**src/rtl/ilv_pkg.sv**
```systemverilog
package ilv_pkg;
   localparam int PRIO_W  = 5;
   localparam int MAX_LVL = 1 << PRIO_W;

   typedef logic [PRIO_W-1:0] prio_t;

   typedef struct packed {
      logic  sop;
      logic  eop;
      logic  cont;
      prio_t prio;
   } flit_tag_t;
endpackage

```
**src/rtl/ilv_prio_sel.sv**
```systemverilog
module ilv_prio_sel
   import ilv_pkg::*;
#(
   parameter int N = 8
) (
   input  logic [N-1:0] req,
   output logic [N-1:0] grant,
   output prio_t        idx,
   output logic         any
);
   generate
      if (N == 1) begin : g_single
         assign grant = req;
         assign idx   = '0;
         assign any   = req[0];
      end else begin : g_multi
         always_comb begin
            grant = '0;
            idx   = '0;
            any   = 1'b0;
            for (int i = 0; i < N; i++) begin
               if (req[i]) begin
                  grant    = '0;
                  grant[i] = 1'b1;
                  idx      = prio_t'(i);
                  any      = 1'b1;
               end
            end
         end
      end
   endgenerate

   always_comb begin
      AST_GRANT_ONLY_REQ: assert ((grant & ~req) == '0);
   end
endmodule

```
**src/rtl/ilv_lvl_track.sv**
```systemverilog
module ilv_lvl_track #(
   parameter int N = 8
) (
   input  logic         clk,
   input  logic         rst_n,
   input  logic [N-1:0] pop,
   input  logic [N-1:0] sop,
   input  logic [N-1:0] eop,
   output logic [N-1:0] mid
);
   genvar g;
   generate
      for (g = 0; g < N; g++) begin : g_lvl
         always_ff @(posedge clk) begin
            if (!rst_n)
               mid[g] <= 1'b0;
            else if (pop[g])
               mid[g] <= ~eop[g];
         end

         AST_START_ONLY_IDLE: assert property (@(posedge clk) disable iff (!rst_n)
            pop[g] |-> (sop[g] == ~mid[g]));
      end
   endgenerate
endmodule

```
**src/rtl/flit_interleaver.sv**
```systemverilog
module flit_interleaver
   import ilv_pkg::*;
#(
   parameter int NUM_LVL = 8,
   parameter int FLIT_W  = 64
) (
   input  logic                      clk,
   input  logic                      rst_n,
   input  logic [NUM_LVL-1:0]        in_valid,
   input  logic [NUM_LVL*FLIT_W-1:0] in_data,
   input  logic [NUM_LVL-1:0]        in_sop,
   input  logic [NUM_LVL-1:0]        in_eop,
   output logic [NUM_LVL-1:0]        in_pop,
   output logic                      out_valid,
   output logic [FLIT_W-1:0]         out_data,
   output logic                      out_sop,
   output logic                      out_eop,
   output logic                      out_cont,
   output logic [4:0]                out_prio
);
   generate
      if (NUM_LVL < 1 || NUM_LVL > MAX_LVL) begin : g_bad_lvl
         $error("flit_interleaver: NUM_LVL out of range 1..32");
      end
      if (FLIT_W < 1) begin : g_bad_w
         $error("flit_interleaver: FLIT_W must be positive");
      end
   endgenerate

   logic [NUM_LVL-1:0] grant;
   logic [NUM_LVL-1:0] mid;
   prio_t              sel_idx;
   logic               sel_any;

   ilv_prio_sel #(.N(NUM_LVL)) u_sel (
      .req   (in_valid),
      .grant (grant),
      .idx   (sel_idx),
      .any   (sel_any)
   );

   assign in_pop = rst_n ? grant : '0;

   ilv_lvl_track #(.N(NUM_LVL)) u_track (
      .clk   (clk),
      .rst_n (rst_n),
      .pop   (in_pop),
      .sop   (in_sop),
      .eop   (in_eop),
      .mid   (mid)
   );

   logic [FLIT_W-1:0] lane [NUM_LVL];
   genvar g;
   generate
      for (g = 0; g < NUM_LVL; g++) begin : g_lane
         assign lane[g] = in_data[g*FLIT_W +: FLIT_W];
      end
   endgenerate

   logic [FLIT_W-1:0] data_sel;
   flit_tag_t         tag_sel;

   always_comb begin
      data_sel = '0;
      tag_sel  = '0;
      for (int l = 0; l < NUM_LVL; l++) begin
         if (grant[l]) begin
            data_sel     = lane[l];
            tag_sel.sop  = in_sop[l];
            tag_sel.eop  = in_eop[l];
            tag_sel.cont = mid[l];
         end
      end
      tag_sel.prio = sel_idx;
   end

   always_ff @(posedge clk) begin
      if (!rst_n) begin
         out_valid <= 1'b0;
         out_data  <= '0;
         out_sop   <= 1'b0;
         out_eop   <= 1'b0;
         out_cont  <= 1'b0;
         out_prio  <= '0;
      end else begin
         out_valid <= sel_any;
         out_data  <= data_sel;
         out_sop   <= tag_sel.sop;
         out_eop   <= tag_sel.eop;
         out_cont  <= tag_sel.cont;
         out_prio  <= tag_sel.prio;
      end
   end

   always_comb begin
      if (!rst_n) AST_RESET_NO_POP: assert (in_pop == '0);
   end

   AST_POP_ONEHOT: assert property (@(posedge clk) disable iff (!rst_n)
      $onehot0(in_pop));
   AST_POP_NEEDS_VALID: assert property (@(posedge clk) disable iff (!rst_n)
      (in_pop & ~in_valid) == '0);
   AST_POP_FORWARDS: assert property (@(posedge clk) disable iff (!rst_n)
      (|in_pop) |=> out_valid);
   AST_IDLE_SLOT: assert property (@(posedge clk) disable iff (!rst_n)
      !(|in_pop) |=> !out_valid);
   AST_PRIO_RANGE: assert property (@(posedge clk) disable iff (!rst_n)
      out_valid |-> (int'(out_prio) < NUM_LVL));
   AST_START_NOT_CONT: assert property (@(posedge clk) disable iff (!rst_n)
      (out_valid && out_sop) |-> !out_cont);
endmodule

```
**config.mk**
```make
export PLATFORM = sky130hd
export DESIGN_NAME = flit_interleaver
export DESIGN_NICKNAME = d
export VERILOG_FILES = /design/src/rtl/ilv_pkg.sv /design/src/rtl/ilv_prio_sel.sv /design/src/rtl/ilv_lvl_track.sv /design/src/rtl/flit_interleaver.sv
export SDC_FILE = /design/constraint.sdc
export NUM_CORES = 1
export LEC_CHECK = 0
export BUFFER_PORTS_ARGS = -buffer_cell sky130_fd_sc_hd__buf_4
export CAP_MARGIN = 0
export CORE_AREA = 2 2 241 243
export CTS_CLUSTER_SIZE = 10
export DETAILED_ROUTE_END_ITERATION = 16
export DIE_AREA = 0 0 243 245
export PLACE_DENSITY_LB_ADDON = 0.15
export SLEW_MARGIN = 20
export SYNTH_ARGS = -nofsm -noshare
export SYNTH_HDL_FRONTEND = slang
export SYNTH_SLANG_ARGS = --single-unit
```
**constraint.sdc**
```tcl
create_clock -name clk -period 3.8 [get_ports clk]
set_input_delay 0.95 -clock clk [delete_from_list [all_inputs] [get_ports clk]]
set_output_delay 0.95 -clock clk [all_outputs]
set_load 0.05 [all_outputs]
```
# Yosys cells after proc, flatten, opt, wreduce, memory -nomap -nowiden

Cells that the tools add are included.

Register bits after elaboration: 81
Input bits: 538
Output and inout port bits: 81
Logic and storage cells: 65

Multiplexer cells: 40
Bitwise operators: 9
Reduce and logical (&&, ||, !) cells: 1

Operators with widths:

| kind               | count |
|---|---|
| 64-bit 2-to-1 mux  | 8 |
| 3-bit 2-to-1 mux   | 13 |
| 8-bit 2-to-1 mux   | 2 |
| 1-bit 2-to-1 mux   | 10 |
| 1-bit inverter     | 9 |
| 7-bit 2-to-1 mux   | 1 |
| 7-bit OR reduction | 1 |
| 2-bit 2-to-1 mux   | 3 |
| 6-bit 2-to-1 mux   | 1 |
| 5-bit 2-to-1 mux   | 1 |
| 4-bit 2-to-1 mux   | 1 |

# Longest topological paths before layout

Word-level depth: 16
Gate-level depth with buffers: 8
Mapped depth without buffers: 4

# Cells and area by module

Synthesis repeated with hierarchy kept, for this count alone.

Cell total of the unflattened synthesis: 788
Area total of the unflattened synthesis: 6319.8 µm²

Modules (own cells, without submodules):

| module           | times used | cells an instance | area an instance (µm²) | sequential area each (µm²) |
|---|---|---|---|---|
| flit_interleaver | 1          | 740               | 5896.9                 | 1461.4 |
| ilv_lvl_track    | 1          | 25                | 275.3                  | 160.2 |
| ilv_prio_sel     | 1          | 23                | 147.6                  | 0.0 |

# Worst setup path after synthesis

Ideal clock, no wire load.

Kind: input to output
From: input in_valid[6]
To: output in_pop[6]
Arrival time: 2.684 ns
Required time: 2.850 ns
Setup slack: 0.166 ns
Cell stages on the path: 5
Path buffers: 3
Cell sequence: buf_2 > inv_2 > clkbuf_1 > clkbuf_1 > nor3_1

Longest elaborated chain between the ends: 3

RTL lines:

| element          | line                   | RTL |
|---|---|---|
| from (decl)      | flit_interleaver.sv:9  | `input logic [NUM_LVL-1:0] in_valid,` |
| 7-bit 2-to-1 mux | ilv_prio_sel.sv:22     | `if (req[i]) begin` |
| 8-bit 2-to-1 mux | ilv_prio_sel.sv:22     |  |
| 8-bit 2-to-1 mux | flit_interleaver.sv:42 | `assign in_pop = rst_n ? grant : '0;` |
| to (decl)        | flit_interleaver.sv:13 | `output logic [NUM_LVL-1:0] in_pop,` |

No other way between the ends.

# Worst setup path after layout

From: input in_valid[4]
To: output in_pop[0]

Longest elaborated chain between the ends: 5

RTL lines:

| element          | line |
|---|---|
| 5-bit 2-to-1 mux | ilv_prio_sel.sv:22 |
| 6-bit 2-to-1 mux | ilv_prio_sel.sv:22 |
| 7-bit 2-to-1 mux | ilv_prio_sel.sv:22 |
| 8-bit 2-to-1 mux | ilv_prio_sel.sv:22 |
| 8-bit 2-to-1 mux | flit_interleaver.sv:42 |

No other way between the ends.

==> impl_metrics.csv <==
group,metric,value,unit
drt,antenna_left,0,
power,p_per_area,262.2,mW/mm^2
worst_hold_path,holdCritPathClass,"flip-flop to flip-flop",
power,switchingPower,0.001288,W
setup_path,startpoint,"in_valid[4]",
drt,vias,10059,
run,maxCapViolations,0,
drt,routedWlPerCell,23.07,um
yosys,yosysSeqAreaShare,0.2308,
power,p_leak,5.266,nW
final_layout,finalNetCount,1996,
yosys,synth_compound_gate_area_share,0.5846,
power,combPwrFrac,0.428,
yosys,yosys.area_share.simple,0.1006,
setup_path,cp.arrival,2.31,ns
floorplan,std_cell_rows,88,
final_layout,final_core_util,0.2192,
power,internal_power,0.001990,W
timing,fmaxAchievable,306.9,MHz
timing,period_needed,3.258,ns
final_layout,nFillCells,6482,
clocking,clk_latency,0.38,ns
global_routing,grt_max_degree,68,
yosys,avgSynthCellArea,7.391,sq um
yosys,yosysUniqueCellTypes,39,
clocking,cts_tree,"done",
power,ir_drop,0.2154,mV
yosys,yosys_warnings,0,
yosys,synth.area.top_cells,"dfxtp_1 23%, a221oi_2 11%, o21ai_0 9.8%",
drt,drt_iter0_drc,376,
global_routing,grt_pass1_vias,10696,
timing,rsz0062_at_grt,"no",
yosys,synthArstFlopShare,0,
drt,post-route-drc-count,0,
yosys,syn-cell-area,0.006852,sq mm
global_routing,grt_first_pass_wirelength,72.36,mm
floorplan,start_util,0.1201,
final_layout,syn2layout_area_growth,82.47,%
yosys,syn_inst,927,
drt,dr.pass1.iters,5,
floorplan,ios,619,
yosys,yosys.area_share.adder,0,
clocking,cts.htree.levels,3,
floorplan,core_area,0.05703,sq mm
yosys,synth_top_area_frac,0.2308,
setup_path,startpoint_type,"input port",
yosys,synth_enable_flop_cells,0,
yosys,yosysTopAreaCell,"dfxtp_1",
timing,fin_crit_sh,0.8574,
setup_path,worst_setup_path_end_kind,"output pin",
setup_path,r2r-start,"u_track.mid[4]$_SDFFE_PN0P_",
final_layout,diodes,0,
timing,hold_viol,0,
timing,maxSlewHeadroom,0.4002,
floorplan,chipWidth,243,um
yosys,synth_top_flop_cell,"dfxtp_1",
global_routing,antenna_found_initial,1,
clocking,cts_resized,0,
clocking,ctsHoldBuffers,0,
setup_path,cp_max_fo,14,
timing,tns,0,ns
timing,worstMarginPinSlew,0.8903,ns
clocking,cts_buffer_depth,2,
power,swShare,0.3930,
power,clockPowerShare,0.293,
clocking,cts.sinks,79,
placed_design,gp_congestion,0.8533,
drt,totalWireLength,51.39,mm
clocking,cts-buffers-inserted,9,
yosys,synthMostInstantiatedCell,"nand2_1",
floorplan,die_y,245,um
clocking,path_clk_slew,0.08,ns
yosys,synthXorXnorAreaFrac,0,
placed_design,io_buffer_count,616,
worst_hold_path,min_from,"u_track.mid[0]$_SDFFE_PN0P_",
clocking,cts_setup_buffers,0,
drt,vias_per_cell,4.515,
yosys,yosys-mux-area-fraction,0,
yosys,synthTopCellsByCount,"140 x nand2_1, 134 x o21ai_0, 93 x clkbuf_1",
global_routing,grt_overflow,0,
floorplan,fp.dieArea,0.05954,sq mm
setup_path,required,2.85,ns
clocking,cts_root_buffer,"clkbuf_16",
yosys,synth_top_family_by_area,"compound AO/OA/AOI/OAI gates",
final_layout,drive_above_1_share,0.4908,
yosys,yosys_register_bits,79,
setup_path,crit_type,"input port to output pin",
timing,setup_violations,0,
timing,drv_slew,0,
global_routing,grt_usage,0.1641,
outcome,status,"completed",
timing,finClkSkew,0.005440,ns
setup_path,r2r_setup_slack,2.53,ns
placed_design,dp_hpwl,38.40,mm
power,pwr-share-seq,0.279,
[path summary, 6_finish.rpt]
kind,end,cells after the start
max,in_pop[0],5
max reg2reg,out_cont$_SDFF_PN0_,4
min,u_track.mid[0]$_SDFFE_PN0P_,2
min reg2reg,u_track.mid[0]$_SDFFE_PN0P_,2
[sequential cells by signal (all words and copies together), names as in the netlist]
signal and cells:
out_valid 1, out_prio 3, u_track.mid 8, out_data 64, out_cont 1, out_sop 1, out_eop 1
[layer usage]
| layer | up-vias | GRT usage | share of wire |
|---|---|---|---|
| met5 | - | 0 | 0.00033 |
| met1 | 4818 | 0.1868 | 0.40 |
| met4 | 2 | 0.06424 | 0.032 |
| li1 | 4713 | - | - |
| met2 | 457 | 0.2912 | 0.50 |
| met3 | 69 | 0.04373 | 0.070 |
[worst max-delay path, stage by stage]
cell and delay (ns):
buf_4 0.21, nor4_2 0.49, and4b_1 0.31, and2_1 0.14, buf_4 0.19
[layout make-up]
class                   count  area [sq um]  share of cell area
multi-input cells         719          4726              0.3780
well taps                 765         957.2             0.07656
repair buffers            644          4922              0.3937
clock inverters             7         62.56            0.005004
flip-flops and latches     79          1582              0.1265
inverters                   5         27.53            0.002202
clock buffers               9         225.2             0.01801
[through the flow]
step	power (W)	area [sq um]	worst slack, ns	hold WS (ns)	cells
after global placement	0.002351	12210	0.5384	0.5026	2212
final	0.003278	12500	0.5418	0.5089	2228
after CTS	0.003354	12500	0.5529	0.5147	2228
after global routing	0.003447	12500	0.4106	0.5356	2228
after detailed placement	0.002345	12210	0.5555	0.4992	2212
after floorplan	0.001592	6855	0.1661	0.4717	928
[power groups by stage]
| stage | Combinational (W) | Sequential (W) | Clock, W |
|---|---|---|---|
| finish | 0.00140 | 0.000916 | 0.000959 |
| detailed placement | 0.00141 | 0.000936 | 0 |
| global route | 0.00149 | 0.000921 | 0.00103 |
| floorplan | 0.000450 | 0.00114 | 0 |
| CTS | 0.00141 | 0.000918 | 0.00103 |
| global placement | 0.00141 | 0.000938 | 0 |
[layout by cell type, fill, tap and decap left out, drive strengths merged, types with 2 or more instances in the layout]
cell type,n
buf,644
nand2,140
o21ai,134
dfxtp,79
a21oi,75
a211oi,68
o211ai,67
o22ai,65
a2bb2oi,65
a221oi,65
nor2,10
clkbuf,9
inv,9
and2,5
and3,4
a311oi,2
conb,2
clkinv,2
[logic make-up after synthesis]
family                 after synthesis
AO/OA/AOI/OAI                      549
buffers and inverters              130
other                                1
flip-flops                          79
AND/OR/NAND/NOR                    168
Power figures use the tool's default switching activity.
